## src/rtl/potbus_pkg.sv

```systemverilog
package potbus_pkg;
    localparam int BYTE_W = 8;
    localparam int VAL_W  = 6;
    localparam int SEL_W  = 2;
    localparam int OPC_W  = 4;
    localparam int PIN_W  = 4;

    localparam logic [OPC_W-1:0] DEV_TYPE     = 4'b0101;
    localparam logic [OPC_W-1:0] OPC_RD_WIPER = 4'b1001;
    localparam logic [OPC_W-1:0] OPC_WR_WIPER = 4'b1010;
    localparam logic [OPC_W-1:0] OPC_RD_DREG  = 4'b1011;
    localparam logic [OPC_W-1:0] OPC_WR_DREG  = 4'b1100;
    localparam logic [OPC_W-1:0] OPC_DREG2W   = 4'b1101;
    localparam logic [OPC_W-1:0] OPC_W2DREG   = 4'b1110;
    localparam logic [OPC_W-1:0] OPC_ALL_D2W  = 4'b0001;
    localparam logic [OPC_W-1:0] OPC_ALL_W2D  = 4'b1000;
    localparam logic [OPC_W-1:0] OPC_STEP     = 4'b0010;

    typedef enum logic [2:0] {
        CLS_BAD,
        CLS_SHORT,
        CLS_WRITE,
        CLS_READ,
        CLS_STEP
    } op_class_e;

    typedef enum logic [3:0] {
        ST_IDLE,
        ST_ADDR,
        ST_ADDR_ACK,
        ST_INSTR,
        ST_INSTR_ACK,
        ST_WDATA,
        ST_WDATA_ACK,
        ST_RDATA,
        ST_RD_MACK,
        ST_INCDEC,
        ST_WAIT_STOP,
        ST_IGNORE
    } state_e;
endpackage

```

## src/rtl/potbus_sync.sv

```systemverilog
module potbus_sync #(
    parameter int STAGES = 2
) (
    input  logic clk,
    input  logic rst_n,
    input  logic scl_i,
    input  logic sda_i,
    output logic scl_rise,
    output logic scl_fall,
    output logic sda_lvl,
    output logic start_ev,
    output logic stop_ev
);
    localparam int LAST = STAGES - 1;

    logic [STAGES-1:0] scl_pipe;
    logic [STAGES-1:0] sda_pipe;
    logic              scl_prev;
    logic              sda_prev;
    logic              scl_now;

    always_ff @(posedge clk or negedge rst_n) begin
        if (!rst_n) begin
            scl_pipe <= '1;
            sda_pipe <= '1;
            scl_prev <= 1'b1;
            sda_prev <= 1'b1;
        end else begin
            scl_pipe <= {scl_pipe[LAST-1:0], scl_i};
            sda_pipe <= {sda_pipe[LAST-1:0], sda_i};
            scl_prev <= scl_pipe[LAST];
            sda_prev <= sda_pipe[LAST];
        end
    end

    assign scl_now  = scl_pipe[LAST];
    assign sda_lvl  = sda_pipe[LAST];
    assign scl_rise = scl_now & ~scl_prev;
    assign scl_fall = ~scl_now & scl_prev;
    assign start_ev = scl_now & scl_prev & sda_prev & ~sda_lvl;
    assign stop_ev  = scl_now & scl_prev & ~sda_prev & sda_lvl;
endmodule

```

## src/rtl/potbus_rxbyte.sv

```systemverilog
module potbus_rxbyte #(
    parameter int BITS  = 8,
    parameter int CNT_W = $clog2(BITS + 2)
) (
    input  logic             clk,
    input  logic             rst_n,
    input  logic             clr,
    input  logic             sample,
    input  logic             bit_i,
    output logic [BITS-1:0]  data_o,
    output logic [CNT_W-1:0] cnt_o
);
    always_ff @(posedge clk or negedge rst_n) begin
        if (!rst_n) begin
            data_o <= '0;
            cnt_o  <= '0;
        end else if (clr) begin
            cnt_o <= '0;
        end else if (sample) begin
            data_o <= {data_o[BITS-2:0], bit_i};
            if (cnt_o != '1) begin
                cnt_o <= cnt_o + 1'b1;
            end
        end
    end
endmodule

```

## src/rtl/potbus_opdec.sv

```systemverilog
module potbus_opdec
    import potbus_pkg::*;
(
    input  logic [OPC_W-1:0] opc_i,
    output op_class_e        cls_o
);
    always_comb begin
        case (opc_i)
            OPC_DREG2W, OPC_W2DREG, OPC_ALL_D2W, OPC_ALL_W2D: cls_o = CLS_SHORT;
            OPC_WR_WIPER, OPC_WR_DREG:                        cls_o = CLS_WRITE;
            OPC_RD_WIPER, OPC_RD_DREG:                        cls_o = CLS_READ;
            OPC_STEP:                                         cls_o = CLS_STEP;
            default:                                          cls_o = CLS_BAD;
        endcase
    end
endmodule

```

## src/rtl/potbus_slave.sv

```systemverilog
module potbus_slave
    import potbus_pkg::*;
#(
    parameter int SYNC_STAGES = 2
) (
    input  logic             clk,
    input  logic             rst_n,
    input  logic             scl_i,
    input  logic             sda_i,
    input  logic [PIN_W-1:0] addr_pins_i,
    input  logic             busy_i,
    input  logic [VAL_W-1:0] rd_data_i,
    output logic             sda_pull_o,
    output logic             cmd_valid_o,
    output logic [OPC_W-1:0] cmd_op_o,
    output logic [SEL_W-1:0] cmd_reg_o,
    output logic [SEL_W-1:0] cmd_pot_o,
    output logic [VAL_W-1:0] cmd_data_o,
    output logic             step_valid_o,
    output logic             step_up_o,
    output logic             rd_wiper_o,
    output logic [SEL_W-1:0] rd_pot_o,
    output logic [SEL_W-1:0] rd_reg_o
);
    localparam int CNT_W = $clog2(BYTE_W + 2);
    localparam int PAD_W = BYTE_W - VAL_W;

    state_e state_q, state_d;

    logic scl_rise, scl_fall, sda_lvl, start_ev, stop_ev;
    logic [BYTE_W-1:0] rx_byte;
    logic [CNT_W-1:0]  bit_cnt;
    logic in_ack, cnt_clr, byte_done, addr_hit;
    op_class_e rx_cls, op_cls;

    logic [BYTE_W-1:0] tx_q;
    logic [OPC_W-1:0]  op_q;
    logic [SEL_W-1:0]  reg_q, pot_q;
    logic [VAL_W-1:0]  data_q;
    logic              pend_cmd_q, cmd_valid_q;
    logic              step_valid_q, step_up_q, stp_pend_q, stp_dir_q;

    potbus_sync #(.STAGES(SYNC_STAGES)) u_sync (
        .clk      (clk),
        .rst_n    (rst_n),
        .scl_i    (scl_i),
        .sda_i    (sda_i),
        .scl_rise (scl_rise),
        .scl_fall (scl_fall),
        .sda_lvl  (sda_lvl),
        .start_ev (start_ev),
        .stop_ev  (stop_ev)
    );

    potbus_rxbyte #(.BITS(BYTE_W), .CNT_W(CNT_W)) u_rx (
        .clk    (clk),
        .rst_n  (rst_n),
        .clr    (cnt_clr),
        .sample (scl_rise),
        .bit_i  (sda_lvl),
        .data_o (rx_byte),
        .cnt_o  (bit_cnt)
    );

    potbus_opdec u_dec_rx (.opc_i(rx_byte[BYTE_W-1 -: OPC_W]), .cls_o(rx_cls));
    potbus_opdec u_dec_op (.opc_i(op_q), .cls_o(op_cls));

    assign in_ack    = (state_q == ST_ADDR_ACK) || (state_q == ST_INSTR_ACK) ||
                       (state_q == ST_WDATA_ACK) || (state_q == ST_RD_MACK);
    assign cnt_clr   = start_ev | (scl_fall & in_ack);
    assign byte_done = scl_fall && (bit_cnt == CNT_W'(BYTE_W));
    assign addr_hit  = (rx_byte[BYTE_W-1 -: OPC_W] == DEV_TYPE) &&
                       (rx_byte[PIN_W-1:0] == addr_pins_i) && !busy_i;

    // state register
    always_ff @(posedge clk or negedge rst_n) begin
        if (!rst_n) begin
            state_q <= ST_IDLE;
        end else begin
            state_q <= state_d;
        end
    end

    // next state
    always_comb begin
        state_d = state_q;
        if (start_ev) begin
            state_d = ST_ADDR;
        end else if (stop_ev) begin
            state_d = ST_IDLE;
        end else begin
            unique case (state_q)
                ST_IDLE, ST_IGNORE, ST_WAIT_STOP, ST_INCDEC: state_d = state_q;
                ST_ADDR: begin
                    if (byte_done) state_d = addr_hit ? ST_ADDR_ACK : ST_IGNORE;
                end
                ST_ADDR_ACK: begin
                    if (scl_fall) state_d = ST_INSTR;
                end
                ST_INSTR: begin
                    if (byte_done) state_d = (rx_cls == CLS_BAD) ? ST_IGNORE : ST_INSTR_ACK;
                end
                ST_INSTR_ACK: begin
                    if (scl_fall) begin
                        unique case (op_cls)
                            CLS_SHORT: state_d = ST_WAIT_STOP;
                            CLS_WRITE: state_d = ST_WDATA;
                            CLS_READ:  state_d = ST_RDATA;
                            CLS_STEP:  state_d = ST_INCDEC;
                            default:   state_d = ST_IGNORE;
                        endcase
                    end
                end
                ST_WDATA: begin
                    if (byte_done) state_d = ST_WDATA_ACK;
                end
                ST_WDATA_ACK: begin
                    if (scl_fall) state_d = ST_WAIT_STOP;
                end
                ST_RDATA: begin
                    if (byte_done) state_d = ST_RD_MACK;
                end
                ST_RD_MACK: begin
                    if (scl_fall) state_d = ST_WAIT_STOP;
                end
                default: state_d = ST_IDLE;
            endcase
        end
    end

    // output and datapath registers
    always_ff @(posedge clk or negedge rst_n) begin
        if (!rst_n) begin
            tx_q         <= '1;
            op_q         <= '0;
            reg_q        <= '0;
            pot_q        <= '0;
            data_q       <= '0;
            pend_cmd_q   <= 1'b0;
            cmd_valid_q  <= 1'b0;
            step_valid_q <= 1'b0;
            step_up_q    <= 1'b0;
            stp_pend_q   <= 1'b0;
            stp_dir_q    <= 1'b0;
        end else begin
            cmd_valid_q  <= 1'b0;
            step_valid_q <= 1'b0;
            if (state_q != ST_INCDEC || start_ev || stop_ev) begin
                stp_pend_q <= 1'b0;
            end
            if (start_ev) begin
                pend_cmd_q <= 1'b0;
            end else if (stop_ev) begin
                cmd_valid_q <= (state_q == ST_WAIT_STOP) && pend_cmd_q;
                pend_cmd_q  <= 1'b0;
            end else begin
                unique case (state_q)
                    ST_INSTR: begin
                        if (byte_done) begin
                            op_q  <= rx_byte[BYTE_W-1 -: OPC_W];
                            reg_q <= rx_byte[2*SEL_W-1 -: SEL_W];
                            pot_q <= rx_byte[SEL_W-1:0];
                        end
                    end
                    ST_INSTR_ACK: begin
                        if (scl_fall) begin
                            if (op_cls == CLS_SHORT) pend_cmd_q <= 1'b1;
                            if (op_cls == CLS_READ)  tx_q <= {{PAD_W{1'b0}}, rd_data_i};
                        end
                    end
                    ST_RDATA: begin
                        if (scl_fall && !byte_done) tx_q <= {tx_q[BYTE_W-2:0], 1'b1};
                    end
                    ST_WDATA: begin
                        if (byte_done) data_q <= rx_byte[VAL_W-1:0];
                    end
                    ST_WDATA_ACK: begin
                        if (scl_fall) pend_cmd_q <= 1'b1;
                    end
                    ST_INCDEC: begin
                        if (scl_rise) begin
                            stp_pend_q <= 1'b1;
                            stp_dir_q  <= sda_lvl;
                        end else if (scl_fall && stp_pend_q) begin
                            stp_pend_q   <= 1'b0;
                            step_valid_q <= 1'b1;
                            step_up_q    <= stp_dir_q;
                        end
                    end
                    default: ;
                endcase
            end
        end
    end

    always_comb begin
        unique case (state_q)
            ST_ADDR_ACK, ST_INSTR_ACK, ST_WDATA_ACK: sda_pull_o = 1'b1;
            ST_RDATA:                                sda_pull_o = ~tx_q[BYTE_W-1];
            default:                                 sda_pull_o = 1'b0;
        endcase
    end

    assign cmd_valid_o  = cmd_valid_q;
    assign cmd_op_o     = op_q;
    assign cmd_reg_o    = reg_q;
    assign cmd_pot_o    = pot_q;
    assign cmd_data_o   = data_q;
    assign step_valid_o = step_valid_q;
    assign step_up_o    = step_up_q;
    assign rd_wiper_o   = (op_q == OPC_RD_WIPER);
    assign rd_pot_o     = pot_q;
    assign rd_reg_o     = reg_q;
endmodule

```

## config.mk

```make
export PLATFORM = sky130hd
export DESIGN_NAME = potbus_slave
export DESIGN_NICKNAME = d
export VERILOG_FILES = /design/src/rtl/potbus_pkg.sv /design/src/rtl/potbus_sync.sv /design/src/rtl/potbus_rxbyte.sv /design/src/rtl/potbus_opdec.sv /design/src/rtl/potbus_slave.sv
export SDC_FILE = /design/constraint.sdc
export NUM_CORES = 1
export LEC_CHECK = 0
export BUFFER_PORTS_ARGS = -buffer_cell sky130_fd_sc_hd__buf_2
export CORE_ASPECT_RATIO = 1.1
export CORE_MARGIN = 8
export CORE_UTILIZATION = 49
export DETAILED_ROUTE_END_ITERATION = 10
export GPL_ROUTABILITY_DRIVEN = 0
export PLACE_DENSITY = 0.83
export SKIP_LAST_GASP = 1
export SYNTH_ARGS = -nofsm -noshare
export SYNTH_HDL_FRONTEND = slang
export SYNTH_HIERARCHICAL = 1
export SYNTH_SLANG_ARGS = --single-unit
```

## constraint.sdc

```tcl
create_clock -name clk -period 2 [get_ports clk]
set_input_delay 0.2 -clock clk [delete_from_list [all_inputs] [get_ports clk]]
set_output_delay 0.2 -clock clk [all_outputs]
set_load 0.05 [all_outputs]
```

==> metrics.cfg, run 1 <==
[cells_and_area]
antennaDiodeCount=0
final_util_pct=64.7
multi_input_area_um2=1460
drive_gt1_share_pct=49.8
design_area_um2=3470
nNetsFinal=340
final-seq-area_um2=1270
area_growth_pct=27.8
fillers=410

[sta]
max-slew-margin-rel_pct=58.8
holdWs_ns=-0.0207
slew_viol_final=0
timing.final.ws_setup_ns=0.00333
fin_skew_ns=0.00832
setup_viol=0
fin_crit_sh_pct=99.8
tightest_slew_ns=0.618
rsz0062_at_grt=true
min_period_ns=2.00
fmax_ghz=0.501
hold_viol_final=28
setup_tns_ns=0

[route]
viasPerCell=5.43
ant_nets=0
via_count=2130
drt_wl_total_um=5980
firstDrtPassIters=4
drc=0
routedWlPerCell_um=15.2
drt_iter0_drc=206

[logic_synthesis]
syn_area_um2=2720
synth_top_cell_by_area=dfrtp_1
ys_warn_count=6
synth_top_area_share_pct=33.2
synthDistinctLibCells=48
synth_seq_cells=50
syn-num-nets=267
synth.avg_cell_area_um2=11.2
synth-main-ff-cell=dfrtp_1
muxShareOfSynthArea_pct=16.0
synth_simple_gate_area_share_pct=18.1
netlist_instances=243
ys_top_cells_by_area=dfrtp_1 33%, mux2_2 15%, dfstp_2 14%, ha_1 4.1%, nand2_1 2.1%
synth_xor_area_share_pct=1.94
seq_area_frac_synth_pct=46.7
synth_top_family_by_area=simple AND/OR/NAND/NOR gates
synth_fa_ha_area_share_pct=4.15
synth_common_cells=36 x dfrtp_1, 36 x mux2_2, 15 x nand2_1
synth_edf_count=0
synth_compound_gate_area_share_pct=9.17
async_flop_share_pct=100

[critical_path]
cp_data_required_time_ns=2.19
worstSetupStartpointType=flop
arrival_ns=2.19
end_kind=flop
critical_path_class=flop to flop
critPathMaxFanout=3

[die]
core-area_um2=5360
initial_core_util_pct=50.7
ios=38
row_count=28
chipHeight_um=94.1
fp.dieW_um=87.0
dieArea_um2=8180

[pwr]
power_switching_mw=1.21
leakage_nw=1.63
clock_power_share_pct=21.5
powerDensity_nw_per_um2=955
switching_share_pct=36.6
peakVddDrop_uv=661
p_comb_share_pct=36.5
internal_power_mw=2.10
pwr-share-seq_pct=42.0

[clock_network]
cts_tree=yes
clk_pin_slew_ns=0.09
clockRootBuffer=clkbuf_8
clk_latency_ns=0.31
htree_levels=2
clkSinkCount=50
cts_made_buffers=5
cts_buffer_depth=2

[flow_run]
maxCapViolCount=0

[global_route]
grtUsageTotal_pct=14.4
grt_pass1_vias=2079
overflow=0
antenna_found_initial=0
grt_pass1_wl_um=9440
grt_max_degree=51

[placed_design]
place_hpwl_um=4100
dpl_cell_area_um2=3180
portBuffers=37
preCtsSetupSlack_ns=-0.0769

[status]
status=finished with violations
violations=negative hold slack

[min_path]
hp-class=input pin to async pin

## critical path: stages (launching register included)
cell      delay, ns
dfrtp_2        0.40
inv_2          0.06
ha_4           0.15
or2_1          0.23
a21boi_2       0.15
nor2b_4        0.19
buf_6          0.12
o21ai_2        0.04
a32o_2         0.25
a211oi_2       0.22
o21ai_1        0.08
## placed cells by master, fill, tap and decap left out, types with 6 or more instances in the layout
cell,n
dfstp_2,14
dfrtp_1,34
mux2_2,29
nand2_1,15
nand3_1,9
inv_1,8
buf_4,35
a21oi_1,6
mux2_4,7
nor2_1,13
ha_1,8
nor3_1,7
o21ai_0,6
buf_2,37
## sequential cells by signal, summed over array words and instances, names as in the netlist, 2 cells and up
signal / count
u_sync/sda_pipe: 2
cmd_op_o: 4
state_q: 4
cmd_pot_o: 2
tx_q: 8
u_sync/scl_pipe: 2
cmd_data_o: 6
u_rx/data_o: 8
cmd_reg_o: 2
u_rx/cnt_o: 4
## cell type report
class	count	area share, %
Multi-Input combinational cell	172	42.0
Tap cell	75	2.70
Clock buffer	6	2.09
Inverter	11	1.19
Timing Repair Buffer	76	14.2
Clock inverter	2	1.08
Sequential cell	50	36.6
## routing by layer
metal  track usage [%]  up-vias  routed length [µm]  part of all wire, %
li1                  -     1001                   -                    -
met1              16.9     1044                2430                   41
met2              24.3       75                3130                   52
met3              3.15       10                 302                  5.1
met4              6.61        0                 108                  1.8
met5                 0        -                   0                    0
## repair_timing
| item | 4_1_cts | 5_1_grt |
|---|---|---|
| cloned | 0 | 0 |
| gates resized for setup | 2 | 24 |
| endpoints found under the setup margin | 7 | 28 |
| hold buffers | 2 | 0 |
| hold endpoints to repair | 2 | 0 |
| setup buffers | 1 | 5 |
| pin swaps | 0 | 10 |
## cells by family (layout without fill, tap and decap cells)
group           count (synthesis)  count (layout)
mux                            39              39
compound gates                 34              34
simple gates                   84              84
buf+inv                        21              95
fa+ha+maj                       9               9
flops                          50              50
xor+xnor                        6               6
## power groups by stage
| stage | logic [mW] | registers, mW | clock network (mW) |
|---|---|---|---|
| final | 1.21 | 1.39 | 0.712 |
| after global routing | 1.31 | 1.43 | 0.763 |
| after CTS | 1.08 | 1.38 | 0.724 |
| after detailed placement | 1.07 | 1.40 | 0 |
| after global placement | 1.03 | 1.39 | 0 |
| after floorplan | 0.755 | 1.35 | 0 |
## through the flow
step,power [mW],std cells
floorplan,2.10,243
global placement,2.42,376
detailed placement,2.46,376
CTS,3.18,387
global route,3.50,392
finish,3.31,392
## path summary, 6_finish.rpt
kind                                       to          startpoint  depth (start not counted)  slack (ns)
setup / recovery                   state_q[3]         cmd_op_o[1]                         10       0.003
hold / removal                    cmd_op_o[3]               rst_n                          2       -0.02
setup reg to reg                   state_q[3]         cmd_op_o[1]                         10       0.003
hold reg to reg            u_sync/scl_pipe[1]  u_sync/scl_pipe[0]                          0        0.36
max in group asynchronous         cmd_op_o[1]               rst_n                          2        1.59
min in group clk                      tx_q[5]        rd_data_i[5]                          3        0.20
No activity file was read; power rests on OpenSTA's default activity.
==> inputs of run 2 (changes only) <==
PLACE_DENSITY = 0.8   (was 0.83)
REMOVE_ABC_BUFFERS = 1   (was default)
clock period = 2.5 ns   (was 2 ns; I/O delays follow)
==> metrics.cfg, run 2 (same netlist as run 1, synthesis figures left out) <==
[status]
status=completed

[critical_path]
rr_startpoint=cmd_op_o[0]
rr_endpoint=tx_q[2]
end_kind=flop
reg2regPathDepth=9
arrival_ns=2.54
ff2ff_setup_slack_ns=0.19
worstSetupStartpointType=flop
startpoint=cmd_op_o[0]
critical_path_class=flop to flop
cp_data_required_time_ns=2.73
critPathMaxFanout=8

[placed_design]
portBuffers=37
preCtsSetupSlack_ns=0.0987
dpl_cell_area_um2=2970
place_hpwl_um=3830

[global_route]
grt_pass1_vias=2092
antenna_found_initial=0
grtUsageTotal_pct=13.7
overflow=0
grt_max_degree=51
grt_pass1_wl_um=9100

[route]
viasPerCell=5.43
ant_nets=0
firstDrtPassIters=4
route.met2.wl_um=2700
via_count=1944
drc=0
drt_wl_total_um=5250
top_layer=met4
routedWlPerCell_um=14.7
dr_wl_met3_um=227
drt_iter0_drc=114
wl_met1_um=2240

[die]
initial_core_util_pct=50.7
ios=38
chipHeight_um=94.1
row_count=28
core-area_um2=5360
fp.dieW_um=87.0
dieArea_um2=8180

[min_path]
hp-class=input pin to async pin

[clock_network]
cts_tree=yes
clockRootBuffer=clkbuf_8
cts_buffer_depth=2
cts_made_buffers=5
clk_latency_ns=0.30
clk_pin_slew_ns=0.10
htree_levels=2
cts_hold_buf=0
clkSinkCount=50

[sta]
holdWs_ns=0.0245
tightest_slew_ns=0.613
min_period_ns=2.31
fin_skew_ns=0.00724
timing.final.ws_setup_ns=0.193
max-slew-margin-rel_pct=59.1
slew_viol_final=0
hold_viol_final=0
fin_crit_sh_pct=92.3
fmax_ghz=0.434
setup_viol=0
rsz0062_at_grt=false

[pwr]
leakage_nw=1.42
powerDensity_nw_per_um2=773
peakVddDrop_uv=484
power_mw=2.37

[flow_run]
maxCapViolCount=0

[cells_and_area]
nNetsFinal=306
antennaDiodeCount=0
final_common_cell=buf_2
drive_gt1_share_pct=38.9
design_area_um2=3070
layout_common_cells=37 x buf_2, 36 x mux2_2, 36 x dfrtp_1
fillers=448
area_growth_pct=13.0

-- run 2: changes by cell type in the layout (fill, tap and decap cells not counted), sizes merged --
cell and delta:
buf -32, bufinv -1, dlygate4sd3 -2, inv +1
-- run 2: power by group --
part           internal [mW]  switching (mW)  total [mW]
combinational          0.330           0.391       0.720
sequential             0.930           0.220        1.15
clock                  0.228           0.275       0.503
-- run 2: area by class of cell --
type                    count  area, µm²  area share, %
flip-flops and latches     50       1270           41.4
well taps                  75       93.8           3.06
clock inverters             2       16.3          0.530
clock buffers               6       82.6           2.69
repair buffers             42        223           7.26
multi-input cells         172       1340           43.8
inverters                  11       41.3           1.35
-- run 2: worst max path at each step --
stage,to,slack (ns)
detailed placement,tx_q[2],0.1
floorplan,rd_wiper_o,-0.05
global placement,tx_q[2],0.20
global route,tx_q[2],0.08
CTS,tx_q[2],0.09
finish,tx_q[2],0.19
-- run 2: what timing repair did --
item	4_1_cts	5_1_grt
setup endpoints to repair	0	7
setup buffers	0	0
resized for setup	0	1
-- run 2: metal layers --
layer / vias to the layer above / global-route usage (%)
met2: 48 / 24.3
met3: 6 / 2.80
met4: 0 / 6.18
li1: 936 / -
met5: - / 0
met1: 954 / 15.3
-- run 2: stage by stage --
| step | std cells | utilization (%) | setup TNS (ns) |
|---|---|---|---|
| floorplan | 233 | - | -0.181 |
| global route | 358 | 57.2 | 0 |
| finish | 358 | 57.2 | 0 |
| global placement | 350 | 55.4 | 0 |
| detailed placement | 350 | 55.4 | 0 |
| CTS | 358 | 57.2 | 0 |
-- run 2: critical path, cell delays in order (launching register included) --
cell,delay (ns)
dfrtp_1,0.41
inv_1,0.11
ha_1,0.20
or2_1,0.23
a21boi_2,0.18
nor2b_1,0.26
nand2_1,0.08
nand3_1,0.09
and3_2,0.31
mux2_2,0.37
